$ cat config.mk
export PLATFORM = sky130hd
export DESIGN_NAME = hdlc_frame_tx
export DESIGN_NICKNAME = d
export VERILOG_FILES = /design/src/rtl/hdlc_tx_pkg.sv /design/src/rtl/hdlc_tx_datapath.sv /design/src/rtl/hdlc_tx_control.sv /design/src/rtl/hdlc_frame_tx.sv
export SDC_FILE = /design/constraint.sdc
export NUM_CORES = 1
export LEC_CHECK = 0
export CORE_MARGIN = 2
export CORE_UTILIZATION = 55
export CTS_CLUSTER_DIAMETER = 100
export DETAILED_ROUTE_END_ITERATION = 6
export PLACE_DENSITY = 0.79
export SLEW_MARGIN = 40
export SYNTH_ARGS = -nofsm -noshare
export SYNTH_HDL_FRONTEND = slang
export SYNTH_HIERARCHICAL = 1
export SYNTH_SLANG_ARGS = --single-unit
$ cat constraint.sdc
create_clock -name clk -period 5.1 [get_ports clk]
set_clock_uncertainty 0.15 [all_clocks]
set_input_delay 1.02 -clock clk [delete_from_list [all_inputs] [get_ports clk]]
set_output_delay 1.02 -clock clk [all_outputs]
set_load 0.005 [all_outputs]
$ cat src/rtl/hdlc_tx_pkg.sv
package hdlc_tx_pkg;
  typedef enum logic [2:0] {SRC_FILL, SRC_FLAG, SRC_ABORT, SRC_FIFO, SRC_CRCLO, SRC_CRCHI} byteSrc_t;
  typedef enum logic [2:0] {ST_ABORT, ST_IDLE, ST_OPEN, ST_DATA, ST_CRC1, ST_CRC2, ST_CLOSE} txState_t;
  typedef struct packed {
    byteSrc_t src;
    logic     stuffable;
    logic     crcAcc;
    logic     crcClr;
    logic     flush;
  } txStrobe_t;
  localparam logic [7:0]  FLAG_BYTE  = 8'h7E;
  localparam logic [7:0]  ABORT_BYTE = 8'h7F;
  localparam logic [7:0]  ONES_BYTE  = 8'hFF;
  localparam logic [15:0] CRC_POLY   = 16'h8408;
  localparam logic [15:0] CRC_INIT   = 16'hFFFF;
  localparam int          STUFF_RUN  = 5;
endpackage

$ cat src/rtl/hdlc_tx_datapath.sv
module hdlc_tx_datapath
  import hdlc_tx_pkg::*;
#(
  parameter int DEPTH = 64,
  parameter int DW    = 8
) (
  input  logic          clk,
  input  logic          rstN,
  input  logic          bitEn,
  input  logic          wrEn,
  input  logic [DW-1:0] wrData,
  input  logic          wrEom,
  input  logic          fillSel,
  input  logic          stuffOff,
  input  txStrobe_t     strb,
  output logic          byteDone,
  output logic          fifoEmpty,
  output logic          fifoFull,
  output logic          curEom,
  output logic          txBit
);
  localparam int AW = (DEPTH > 1) ? $clog2(DEPTH) : 1;
  localparam int CW = $clog2(DEPTH + 1);
  localparam int BW = $clog2(DW);

  logic [DW:0]   mem [DEPTH];
  logic [AW-1:0] rdPtr, wrPtr;
  logic [CW-1:0] count;
  logic [DW-1:0] shReg, nextByte;
  logic [BW-1:0] bitCnt;
  logic [2:0]    onesCnt;
  logic [15:0]   crc, crcNext, crcAfter;
  logic          doStuff, advance, push, pop, fb;

  assign fifoEmpty = (count == '0);
  assign fifoFull  = (count == CW'(DEPTH));
  assign doStuff   = !stuffOff && (onesCnt == 3'(STUFF_RUN));
  assign advance   = bitEn && !doStuff;
  assign byteDone  = advance && (bitCnt == BW'(DW - 1));
  assign push      = wrEn && !fifoFull && !strb.flush;
  assign pop       = byteDone && (strb.src == SRC_FIFO);

  // serial check-sequence step on the bit leaving now
  assign fb       = crc[0] ^ shReg[0];
  assign crcNext  = {1'b0, crc[15:1]} ^ (fb ? CRC_POLY : 16'h0000);
  assign crcAfter = (advance && strb.crcAcc) ? crcNext : crc;

  always_comb begin
    unique case (strb.src)
      SRC_FILL:  nextByte = fillSel ? ONES_BYTE : FLAG_BYTE;
      SRC_FLAG:  nextByte = FLAG_BYTE;
      SRC_ABORT: nextByte = ABORT_BYTE;
      SRC_FIFO:  nextByte = mem[rdPtr][DW-1:0];
      SRC_CRCLO: nextByte = ~crcAfter[7:0];
      SRC_CRCHI: nextByte = ~crc[15:8];
      default:   nextByte = FLAG_BYTE;
    endcase
  end

  always_ff @(posedge clk) begin
    if (push) mem[wrPtr] <= {wrEom, wrData};
  end

  always_ff @(posedge clk) begin
    if (!rstN || strb.flush) begin
      rdPtr <= '0;
      wrPtr <= '0;
      count <= '0;
    end else begin
      if (push) wrPtr <= (wrPtr == AW'(DEPTH - 1)) ? '0 : wrPtr + 1'b1;
      if (pop)  rdPtr <= (rdPtr == AW'(DEPTH - 1)) ? '0 : rdPtr + 1'b1;
      count <= count + CW'(push) - CW'(pop);
    end
  end

  always_ff @(posedge clk) begin
    if (!rstN) begin
      txBit   <= 1'b1;
      shReg   <= ABORT_BYTE;
      bitCnt  <= '0;
      onesCnt <= '0;
      curEom  <= 1'b0;
    end else if (strb.flush) begin
      shReg   <= ABORT_BYTE;
      bitCnt  <= '0;
      onesCnt <= '0;
      curEom  <= 1'b0;
    end else if (bitEn) begin
      if (doStuff) begin
        txBit   <= 1'b0;
        onesCnt <= '0;
      end else begin
        txBit   <= shReg[0];
        onesCnt <= (strb.stuffable && !stuffOff && shReg[0]) ? onesCnt + 3'd1 : 3'd0;
        if (byteDone) begin
          shReg  <= nextByte;
          bitCnt <= '0;
          if (pop) curEom <= mem[rdPtr][DW];
        end else begin
          shReg  <= shReg >> 1;
          bitCnt <= bitCnt + 1'b1;
        end
      end
    end
  end

  always_ff @(posedge clk) begin
    if (!rstN || strb.crcClr)      crc <= CRC_INIT;
    else if (advance && strb.crcAcc) crc <= crcNext;
  end
endmodule

$ cat src/rtl/hdlc_tx_control.sv
module hdlc_tx_control
  import hdlc_tx_pkg::*;
(
  input  logic      clk,
  input  logic      rstN,
  input  logic      byteDone,
  input  logic      fifoEmpty,
  input  logic      curEom,
  input  logic      crcOff,
  input  logic      rstSet,
  output logic      rstPending,
  output txStrobe_t strb
);
  txState_t state, nxt;
  byteSrc_t src;

  always_ff @(posedge clk) begin
    if (!rstN)           rstPending <= 1'b0;
    else if (rstPending) rstPending <= 1'b0;
    else if (rstSet)     rstPending <= 1'b1;
  end

  always_ff @(posedge clk) begin
    if (!rstN || rstPending) state <= ST_ABORT;
    else if (byteDone)       state <= nxt;
  end

  always_comb begin
    nxt = state;
    src = SRC_FILL;
    unique case (state)
      ST_ABORT: begin nxt = ST_IDLE; src = SRC_FILL; end
      ST_IDLE: begin
        if (!fifoEmpty) begin nxt = ST_OPEN; src = SRC_FLAG; end
        else            begin nxt = ST_IDLE; src = SRC_FILL; end
      end
      ST_OPEN: begin nxt = ST_DATA; src = SRC_FIFO; end
      ST_DATA: begin
        if (curEom) begin
          if (crcOff) begin nxt = ST_CLOSE; src = SRC_FLAG;  end
          else        begin nxt = ST_CRC1;  src = SRC_CRCLO; end
        end else if (fifoEmpty) begin
          nxt = ST_ABORT; src = SRC_ABORT;
        end else begin
          nxt = ST_DATA; src = SRC_FIFO;
        end
      end
      ST_CRC1:  begin nxt = ST_CRC2;  src = SRC_CRCHI; end
      ST_CRC2:  begin nxt = ST_CLOSE; src = SRC_FLAG;  end
      ST_CLOSE: begin nxt = ST_IDLE;  src = SRC_FILL;  end
      default:  begin nxt = ST_ABORT; src = SRC_ABORT; end
    endcase
  end

  always_comb begin
    strb.src       = src;
    strb.stuffable = (state == ST_DATA) || (state == ST_CRC1) || (state == ST_CRC2);
    strb.crcAcc    = (state == ST_DATA);
    strb.crcClr    = byteDone && (state == ST_IDLE) && (nxt == ST_OPEN);
    strb.flush     = rstPending;
  end
endmodule

$ cat src/rtl/hdlc_frame_tx.sv
module hdlc_frame_tx
  import hdlc_tx_pkg::*;
#(
  parameter int DEPTH = 64
) (
  input  logic       clk,
  input  logic       rstN,
  input  logic       bitEn,
  input  logic       wrEn,
  input  logic [7:0] wrData,
  input  logic       wrEom,
  output logic       fifoFull,
  input  logic       rstSet,
  output logic       rstPending,
  input  logic       fillSel,
  input  logic       stuffOff,
  input  logic       crcOff,
  output logic       txBit
);
  txStrobe_t strb;
  logic byteDone, fifoEmpty, curEom;

  hdlc_tx_control u_ctl (
    .clk(clk), .rstN(rstN), .byteDone(byteDone), .fifoEmpty(fifoEmpty),
    .curEom(curEom), .crcOff(crcOff), .rstSet(rstSet),
    .rstPending(rstPending), .strb(strb)
  );

  hdlc_tx_datapath #(.DEPTH(DEPTH), .DW(8)) u_dp (
    .clk(clk), .rstN(rstN), .bitEn(bitEn), .wrEn(wrEn), .wrData(wrData),
    .wrEom(wrEom), .fillSel(fillSel), .stuffOff(stuffOff), .strb(strb),
    .byteDone(byteDone), .fifoEmpty(fifoEmpty), .fifoFull(fifoFull),
    .curEom(curEom), .txBit(txBit)
  );
endmodule

==> reports/metrics.csv, run 1 <==
stage,metric,value,unit
sta,Final Hold Viols,0,
yosys,number of synthesized flops with an enable pin,576,
pwr,leakage power,9.06,nW
flow_run,max cap viols,0,
yosys,cell count after synthesis,1367,
cells_and_area,antenna cells,0,
floorplanning,height of the die,218,um
critical_path,CP Max Fanout,4,
yosys,Yosys top cell area share,68.4,%
yosys,Yosys cell types,58,
yosys,sequential-to-total area share from yosys stat,73.2,%
cts,worst skew pair latency,620,ps
placed_design,# port buffers,19,
routing,WL per Instance,27.3,um
pwr,Max IR drop VDD,0.261,mV
floorplanning,full die area,0.0477,sq mm
floorplanning,Core Region,0.0454,sq mm
cts,TritonCTS Buffers,60,
cts,Post-CTS Hold Fix Bufs,0,
sta,"Slew Viols, Final",0,
sta,worst slew pin tran,909,ps
sta,fin crit period,4530,ps
yosys,Area contributors post-synth,"edfxtp_1 68%, mux4_2 13%, dfxtp_1 4.8%, nor2_1 1.6%, mux2i_1 1.1%",
cells_and_area,share of cells above drive strength 1,23.6,%
sta,max frequency,0.221,GHz
cts,postcts setup bufs,0,
routing,initial DRC count,2018,
critical_path,Reg2Reg Setup Slack,570,ps
routing,final WL,57500,um
yosys,Yosys warning count,6,
cts,TritonCTS clock tree,done,
yosys,dominant synthesized flop cell,edfxtp_1,
critical_path,Worst EP arrival,4920,ps
routing,Via density,6.41,
critical_path,crit-path cells,inv_1 -> ha_1 -> nor4bb_1 -> nor2b_1 -> or2b_2 -> a21oi_1 -> o21ai_0 -> nor2b_1 -> and2_1 -> nand2_1 -> nand2_1 -> nand2_1 -> ha_1 -> inv_1 -> fa_1 -> nand2b_1 -> a21oi_1 -> o21ai_0 -> a21oi_1 -> o21ai_0 -> a21oi_1,
run_status,outcome,finished with violations,
cts,clk buf depth,3,
floorplanning,Die W,218,um
critical_path,startpoint types,register,
cells_and_area,# nets final,1490,
cells_and_area,Area Overhead vs Synth,13.2,%
routing,Antenna Nets Post-Route,0,
cts,Post-CTS Resized,0,
cells_and_area,layout filler cell count,2983,
routing,TritonRoute pass-1 iters,7,
yosys,synthesis-stage register bit count,637,
critical_path,critical path class,register to register,
sta,setup TNS,0,ps
yosys,syn avg cell area,18.5,sq um
sta,RSZ-0062 raised after global routing,no,
min_path,hold crit path type,register to register,
placed_design,Final GP Congestion,0.924,
floorplanning,I/O Pins,20,
cells_and_area,Storage cell area,0.0185,sq mm
cells_and_area,utilization after layout,63.1,%
yosys,"Net Count, Synth",1399,
sta,Min Hold Slack,309,ps
yosys,"Cell Area, Synth",0.0253,sq mm
critical_path,Crit-path slowest cell,nor4bb_1,
cells_and_area,area of the multi-input gates,0.00636,sq mm
sta,final setup vio count,0,
yosys,Post-synth ARST share,0,%
critical_path,CP peak stage delay,580,ps
run_status,violated checks,design-rule violations,
critical_path,crit-path most repeated cell,a21oi_1,
sta,slew margin rel.,39.3,%
placed_design,post-DP HPWL,33900,um
global_routing,vias in the first global route,13500,
global_routing,first-pass GRT wire length,86000,um
cts,Root Buffer,clkbuf_16,
global_routing,grt total ovfl,0,
floorplanning,Starting Density,55.7,%
sta,Final Cycle Share,88.8,%
routing,vias,13500,
global_routing,gr usage total,24.8,%
pwr,PD cells,378,mW/mm^2
global_routing,largest net degree at the start of global routing,65,
floorplanning,row count,78,
global_routing,initial antenna violation count,1,
yosys,Yosys top cell by area,edfxtp_1,
routing,number of remaining DRC errors,8,
cts,Sink Count,637,
cts,H-tree Lvls,2,
critical_path,CP required,5490,ps
critical_path,critical path endpoint category,register,
cts,"CTS clk-pin slew, worst paths",60,ps
[worst max-delay path: cells and delay by family, from the launching register on]
| kind | cells | cell delay, ps |
|---|---|---|
| AOI/OAI and AO/OA | 7 | 1090 |
| adders and majority gates | 3 | 710 |
| buffers and inverters | 2 | 140 |
| and+or+nand+nor | 9 | 2050 |
| DFF | 1 | 320 |
[final cells by class]
cell class | count | area share [%]
inverter | 17 | 0.223
tap | 600 | 2.62
sequential | 637 | 64.7
timing repair buffer | 100 | 2.91
multi-input combinational | 642 | 22.2
clock inverter | 35 | 1.63
clock buffer | 77 | 5.71
[power breakdown]
group / internal, W / leakage, nW / total, W / switching (W)
Sequential: 0.00572 / 5.68 / 0.00574 / 0.0000225
Combinational: 0.000122 / 2.35 / 0.000352 / 0.000230
Clock: 0.00282 / 1.02 / 0.00472 / 0.00190
Total: 0.00866 / 9.06 / 0.0108 / 0.00215
[flip-flops by register name (all words and copies together), names as in the netlist, named ones only]
register          count
u_ctl/rstPending      1
u_ctl/state           3
u_dp/bitCnt           3
u_dp/count            7
u_dp/crc             16
u_dp/curEom           1
u_dp/mem            576
u_dp/onesCnt          3
u_dp/rdPtr            6
u_dp/shReg            8
u_dp/txBit            1
u_dp/wrPtr            6
[synthesized netlist by cell type (all sizes together) (3+ instances only)]
cell    count
a2111o      3
a211oi      7
a21oi      26
a221oi      3
a22o       12
a22oi      27
a311oi      3
a31oi      10
and2        9
and3        6
buf        45
clkbuf     26
dfxtp      61
edfxtp    576
ha         14
inv        17
mux2        3
mux2i      28
mux4      150
nand2      68
nand2b     14
nand3      17
nand3b      7
nand4       4
nor2      108
nor2b      23
nor3        8
nor3b       5
o211ai      5
o21ai      36
o31ai       3
or3         6
xnor2       6
xor2        8
[final timing paths]
check                                    start             end  cells past startpoint
worst max-delay path             u_dp/count[2]   u_dp/count[6]                     21
worst min-delay path            u_dp/bitCnt[2]  u_dp/bitCnt[2]                      2
worst max register to register   u_dp/count[2]   u_dp/count[6]                     21
worst min register to register  u_dp/bitCnt[2]  u_dp/bitCnt[2]                      2
[cell families after synthesis]
logic type      count (synthesis)  share of synthesized area (%)
compound gates                148                           3.91
xor+xnor                       14                          0.485
fa+ha+maj                      15                          0.772
buf+inv                        88                           1.75
flops                         637                           73.2
mux                           181                           14.6
simple gates                  284                           5.27
[metal layers]
| layer | vias up | GRT usage (%) | share of wire (%) |
|---|---|---|---|
| li1 | 5672 | - | - |
| met1 | 6913 | 34.6 | 38 |
| met2 | 795 | 39.5 | 49 |
| met3 | 126 | 4.77 | 10 |
| met4 | 2 | 8.64 | 3.2 |
| met5 | - | 0.729 | 0.080 |
[cell usage in the layout (no fill, tap or decap), types with 26 or more instances in the layout]
cell type	instances
o21ai_0	30
nor2_1	103
clkbuf_16	61
edfxtp_1	576
a22oi_1	27
a21oi_1	26
buf_4	83
dfxtp_1	56
mux2i_1	28
mux4_2	150
nand2_1	68
[through the flow]
step / setup WS [ps] / instances / total power (W) / instance area (sq um)
6_report: 572 / 2108 / 0.0108 / 28600
4_1_cts: 593 / 2107 / 0.0109 / 28600
2_1_floorplan: 1000 / 1367 / 0.00604 / 25300
3_5_place_dp: 495 / 1995 / 0.00620 / 26500
5_1_grt: 201 / 2108 / 0.0111 / 28600
3_3_place_gp: 626 / 1995 / 0.00618 / 26500
No activity file was read; power rests on OpenSTA's default activity.
==> run 2: changes to the inputs <==
--- a/config.mk
+++ b/config.mk
@@ -7,7 +7,7 @@
 export LEC_CHECK = 0
 export CORE_MARGIN = 2
 export CORE_UTILIZATION = 55
-export CTS_CLUSTER_DIAMETER = 100
+export CTS_CLUSTER_DIAMETER = 40
 export DETAILED_ROUTE_END_ITERATION = 6
 export PLACE_DENSITY = 0.79
 export SLEW_MARGIN = 40
==> constraint.sdc (replaced) <==
create_clock -name clk -period 4.3 [get_ports clk]
set_clock_uncertainty 0.15 [all_clocks]
set_input_delay 0.86 -clock clk [delete_from_list [all_inputs] [get_ports clk]]
set_output_delay 0.86 -clock clk [all_outputs]
set_load 0.005 [all_outputs]
==> run 2 against run 1 <==
  * The run still ends with design-rule violations left
  * Count of clock-buffer cells in the layout rose by 18
  * Power rose by 27%
  * Fmax rose by 13%
  * First-iteration DRC count fell by 3.6%
  * Die area did not move
  * Register-to-register slack got worse by 280 ps
  * Hold slack improved by 6.1 ps
  * Largest cell class unchanged
==> reports/metrics.csv, run 2 (synthesis results as in run 1) <==
stage,metric,value,unit
routing,Antenna Nets Post-Route,0,
cts,Root Buffer,clkbuf_16,
sta,fin crit period,4010,ps
critical_path,Worst EP arrival,4340,ps
global_routing,vias in the first global route,14000,
cells_and_area,# nets final,1530,
routing,initial DRC count,1946,
sta,worst slew pin tran,917,ps
cells_and_area,Storage cell area,0.0185,sq mm
cts,H-tree Lvls,3,
cts,TritonCTS Buffers,79,
pwr,Pint,0.0108,W
global_routing,grt total ovfl,0,
floorplanning,I/O Pins,20,
cells_and_area,layout filler cell count,2931,
critical_path,startpoint types,register,
routing,wl on met1,22800,um
critical_path,crit-path cells,inv_1 -> ha_1 -> nor4bb_4 -> nor2b_4 -> or2b_2 -> a21oi_2 -> o21ai_1 -> nor2b_1 -> and2_1 -> nand2_1 -> nand2_1 -> nand2_1 -> ha_1 -> inv_1 -> fa_1 -> nand2b_1 -> a21oi_2 -> o21ai_1 -> a21oi_1 -> or3_1 -> a21oi_1,
floorplanning,row count,78,
placed_design,post-DP HPWL,35200,um
critical_path,crit-path most repeated cell,nand2_1,
floorplanning,full die area,0.0477,sq mm
floorplanning,Core Region,0.0454,sq mm
critical_path,CP peak stage delay,400,ps
run_status,outcome,finished with violations,
pwr,switching portion of total power,21.7,%
global_routing,gr usage total,25.4,%
sta,Final Hold Viols,0,
routing,Via density,6.42,
routing,number of remaining DRC errors,24,
cts,clk buf depth,3,
cells_and_area,antenna cells,0,
critical_path,critical path endpoint category,register,
cells_and_area,fin cells,2162,
cells_and_area,utilization after layout,64.6,%
sta,max frequency,0.250,GHz
cells_and_area,"commonest non-fill, non-tap cells in the layout","576 x edfxtp_1, 150 x mux4_2, 108 x nor2_1",
global_routing,largest net degree at the start of global routing,65,
min_path,min-delay src,u_dp/shReg[4],
routing,final WL,58700,um
critical_path,R2R Path Start,u_dp/count[2],
global_routing,initial antenna violation count,1,
global_routing,first-pass GRT wire length,88000,um
cts,Sink Count,637,
min_path,Hold Path Sink,u_dp/shReg[4],
routing,met3 routed WL,5220,um
cells_and_area,"commonest non-fill, non-tap cell in the layout",edfxtp_1,
pwr,Final Power,0.0138,W
pwr,net load switching power,0.00300,W
critical_path,"delay-heaviest family, CP",simple AND/OR/NAND/NOR gates,
critical_path,worst path bufs/invs,2,
routing,WL per Instance,27.1,um
cells_and_area,biggest regs,"u_dp/mem x576, u_dp/crc x16, u_dp/shReg x8",
pwr,combinational power share,3.4,%
flow_run,max cap viols,0,
routing,TritonRoute pass-1 iters,7,
cells_and_area,Area Overhead vs Synth,16.0,%
critical_path,Reg2Reg Setup Slack,290,ps
cts,"CTS clk-pin slew, worst paths",60,ps
floorplanning,height of the die,218,um
min_path,hold path cells,1,
cts,TritonCTS clock tree,done,
run_status,violated checks,design-rule violations,
cells_and_area,area of the multi-input gates,0.00637,sq mm
floorplanning,Starting Density,55.7,%
critical_path,Crit-path slowest cell,fa_1,
cells_and_area,share of cells above drive strength 1,25.9,%
placed_design,Final GP Congestion,0.918,
floorplanning,Die W,218,um
pwr,Max IR drop VDD,0.415,mV
sta,slew margin rel.,38.8,%
critical_path,Worst R2R End,u_dp/count[6],
critical_path,R2R cell count,21,
sta,Final Cycle Share,93.2,%
routing,max layer used,met5,
cells_and_area,"Most flops, register",u_dp/mem,
sta,"Slew Viols, Final",0,
critical_path,CP required,4630,ps
pwr,part of the power in registers,49.4,%
pwr,leakage power,9.40,nW
cells_and_area,max reg flops,576,
critical_path,critical path class,register to register,
pwr,clock share of power,47.1,%
placed_design,Placed Cells,2015,
routing,vias,13900,
critical_path,CP Max Fanout,4,
cts,worst skew pair latency,620,ps
min_path,hold crit path type,register to register,
sta,final setup vio count,0,
pwr,PD cells,470,mW/mm^2
placed_design,# port buffers,19,
cts,Post-CTS Hold Fix Bufs,0,
routing,met2 wire length,28400,um
-- run 2: worst max-delay path by stage --
stage | startpoint | to | slack (ps) | depth (start not counted)
global placement | crcOff | u_dp/count[6] | 200 | 18
finish | u_dp/count[2] | u_dp/count[6] | 290 | 21
global route | u_dp/count[3] | u_dp/count[6] | -20 | 21
CTS | u_dp/count[2] | u_dp/count[6] | 70 | 21
floorplan | u_dp/count[2] | u_dp/count[6] | 200 | 22
detailed placement | crcOff | u_dp/count[6] | 40 | 18
-- run 2: routing by layer --
metal,up-vias,GRT usage [%]
met5,-,0
met1,7138,34.8
met2,785,40.4
li1,5778,-
met3,171,5.41
met4,2,9.95
-- run 2: per-stage QoR --
step	setup slack [ps]	TNS (ps)	hold WS, ps	cell area [sq um]
after global routing	-19.6	-19.6	337	29300
after CTS	74.9	0	314	29300
final	294	0	315	29300
after floorplan	200	0	285	25300
after global placement	196	0	295	26600
after detailed placement	40.3	0	301	26700
-- run 2: what timing repair did --
item | 4_1_cts | 5_1_grt
resized for setup | 0 | 8
endpoints found under the setup margin | 0 | 2
setup buffers | 0 | 1
-- run 2: power by group through the flow --
stage | Clock (W) | Combinational [W] | Sequential, W
6_report | 0.00649 | 0.000474 | 0.00681
5_1_grt | 0.00681 | 0.000517 | 0.00682
4_1_cts | 0.00656 | 0.000432 | 0.00681
3_5_place_dp | 0 | 0.000427 | 0.00694
3_3_place_gp | 0 | 0.000407 | 0.00694
2_1_floorplan | 0 | 0.000224 | 0.00694
-- run 2: layout make-up --
class,count,area share [%]
clock inverters,50,1.76
multi-input cells,642,21.7
clock buffers,95,7.12
flip-flops and latches,637,63.2
well taps,600,2.56
repair buffers,121,3.45
inverters,17,0.218
==> run 3: changes to the inputs <==
--- a/config.mk
+++ b/config.mk
@@ -6,10 +6,10 @@
 export NUM_CORES = 1
 export LEC_CHECK = 0
 export CORE_MARGIN = 2
-export CORE_UTILIZATION = 55
+export CORE_UTILIZATION = 25
 export CTS_CLUSTER_DIAMETER = 40
 export DETAILED_ROUTE_END_ITERATION = 6
-export PLACE_DENSITY = 0.79
+export PLACE_DENSITY = 0.47
 export SLEW_MARGIN = 40
 export SYNTH_ARGS = -nofsm -noshare
 export SYNTH_HDL_FRONTEND = slang
==> run 3 against run 2 <==
  * The flow now finishes without violations
  * Critical endpoint unchanged
  * Count of clock-buffer cells in the layout grew 18
  * Core utilization is 33 points lower
  * Highest routed layer unchanged
  * Largest cell class unchanged
  * Final area grew 6.7%
==> reports/metrics.csv, run 3 (synthesis results as in run 1) <==
stage,metric,value,unit
pwr,Max IR drop VDD,0.281,mV
placed_design,Placed Cells,2731,
cells_and_area,biggest regs,"u_dp/mem x576, u_dp/crc x16, u_dp/shReg x8",
critical_path,worst path bufs/invs,2,
critical_path,Worst EP arrival,4330,ps
floorplanning,Starting Density,25.3,%
critical_path,CP required,4710,ps
floorplanning,height of the die,322,um
cells_and_area,Area Overhead vs Synth,23.7,%
global_routing,vias in the first global route,14100,
cts,H-tree Lvls,3,
routing,Via density,4.62,
placed_design,"worst slack, placed",101,ps
routing,initial DRC count,1016,
critical_path,critical path endpoint category,register,
placed_design,# port buffers,19,
pwr,part of the power in registers,43.6,%
pwr,combinational power share,3.0,%
sta,setup slack after layout,378,ps
cells_and_area,share of cells above drive strength 1,28.2,%
cts,Root Buffer,clkbuf_16,
cts,"CTS clk-pin slew, worst paths",50,ps
critical_path,Reg2Reg Setup Slack,380,ps
routing,vias,13500,
global_routing,gr usage total,12.7,%
critical_path,crit-path most repeated cell,a21oi_1,
critical_path,Worst R2R End,u_dp/count[6],
pwr,PD cells,500,mW/mm^2
cells_and_area,"commonest non-fill, non-tap cells in the layout","576 x edfxtp_1, 150 x mux4_2, 116 x buf_4",
routing,number of remaining DRC errors,0,
sta,final setup vio count,0,
sta,fin crit period,3920,ps
cells_and_area,antenna cells,0,
floorplanning,Die W,322,um
critical_path,startpoint types,register,
routing,WL per Instance,22.5,um
sta,Final Hold Viols,0,
critical_path,critical path class,register to register,
cells_and_area,"commonest non-fill, non-tap cell in the layout",edfxtp_1,
pwr,Final Power,0.0157,W
critical_path,"delay-heaviest family, CP",simple AND/OR/NAND/NOR gates,
cts,Sink Count,637,
routing,final WL,65800,um
floorplanning,I/O Pins,20,
global_routing,grt total ovfl,0,
pwr,leakage power,9.94,nW
cts,clk buf depth,3,
min_path,min-delay src,u_dp/shReg[2],
routing,Antenna Nets Post-Route,0,
pwr,switching portion of total power,21.1,%
critical_path,R2R cell count,21,
pwr,clock share of power,53.5,%
sta,slew margin rel.,47.1,%
placed_design,post-DP HPWL,42000,um
critical_path,R2R Path Start,u_dp/count[3],
sta,max frequency,0.255,GHz
cts,worst skew pair latency,650,ps
cts,postcts setup bufs,0,
sta,RSZ-0062 raised after global routing,no,
routing,TritonRoute pass-1 iters,5,
sta,setup TNS,0,ps
min_path,Hold Path Sink,u_dp/shReg[2],
cells_and_area,# nets final,1571,
floorplanning,full die area,0.104,sq mm
min_path,hold crit path type,register to register,
min_path,hold path cells,1,
cts,TritonCTS Buffers,104,
sta,Final Cycle Share,91.2,%
cts,TritonCTS clock tree,done,
global_routing,largest net degree at the start of global routing,65,
cells_and_area,fin cells,2923,
placed_design,Final GP Congestion,0.788,
pwr,net load switching power,0.00330,W
flow_run,max cap viols,0,
floorplanning,Core Region,0.100,sq mm
global_routing,first-pass GRT wire length,96200,um
pwr,Pint,0.0124,W
critical_path,crit-path cells,inv_1 -> ha_1 -> nor4bb_4 -> nor2b_2 -> or2b_2 -> a21oi_1 -> o21ai_0 -> nor2b_1 -> and2_1 -> and2_1 -> nand2_1 -> nand2_1 -> ha_1 -> inv_1 -> fa_1 -> nand2b_1 -> a21oi_1 -> o21ai_1 -> a21oi_1 -> or3_1 -> a21oi_1,
sta,"Slew Viols, Final",0,
sta,worst slew pin tran,793,ps
run_status,outcome,completed,
global_routing,initial antenna violation count,1,
critical_path,CP Max Fanout,3,
cells_and_area,"Most flops, register",u_dp/mem,
cells_and_area,max reg flops,576,
floorplanning,row count,116,
critical_path,Crit-path slowest cell,or3_1,
critical_path,CP peak stage delay,340,ps
-- run 3: worst reg2reg max path, delay by kind of cell (launching register included) --
kind,cells,cell delay [ps]
buf+inv,2,160
simple gates,10,1920
fa+ha+maj,3,520
compound gates,6,810
flops,1,310
-- run 3: power groups by stage --
stage | registers, W | clock network (W) | logic (W)
2_1_floorplan | 0.00694 | 0 | 0.000224
3_3_place_gp | 0.00694 | 0 | 0.000445
3_5_place_dp | 0.00694 | 0 | 0.000457
4_1_cts | 0.00682 | 0.00853 | 0.000459
5_1_grt | 0.00682 | 0.00880 | 0.000514
6_report | 0.00682 | 0.00837 | 0.000466
-- run 3: worst max path at each step --
stage                          to  cells after the start  slack (ps)     startpoint
floorplan           u_dp/count[6]                     22         200  u_dp/count[2]
global route        u_dp/count[6]                     21          30  u_dp/count[3]
global placement    u_dp/count[6]                     18         110         crcOff
finish              u_dp/count[6]                     21         380  u_dp/count[3]
CTS                 u_dp/count[6]                     21         250  u_dp/count[3]
detailed placement  u_dp/count[6]                     18         100         crcOff
-- run 3: timing repair --
action	4_1_cts	5_1_grt
hold buffers	0	0
gates resized for setup	0	4
endpoints found under the setup margin	0	1
-- run 3: through the flow --
| stage | instance area [sq um] | hold slack (ps) | util (%) |
|---|---|---|---|
| CTS | 31300 | 314 | 31.2 |
| floorplan | 25300 | 285 | - |
| finish | 31300 | 316 | 31.2 |
| global placement | 27600 | 292 | 27.6 |
| global route | 31300 | 345 | 31.2 |
| detailed placement | 27700 | 303 | 27.7 |
-- run 3: final cells by class --
| cell class | instances | area, sq um |
|---|---|---|
| Fill cell | 9715 | 68900 |
| Sequential cell | 637 | 18500 |
| Multi-Input combinational cell | 642 | 6360 |
| Clock buffer | 113 | 2690 |
| Tap cell | 1298 | 1620 |
| Timing Repair Buffer | 137 | 1150 |
| Clock inverter | 79 | 875 |
| Inverter | 17 | 63.8 |
-- run 3: routing by layer --
layer  share of wire, %  vias to the layer above  track usage [%]  routed length (um)
li1                   -                     5894                -                   -
met1                 46                     7210             17.5               30400
met3                4.1                       95             2.23                2710
met2                 48                      313             20.3               31300
met5              0.021                        -                0                  14
met4                2.1                        2             3.55                1350
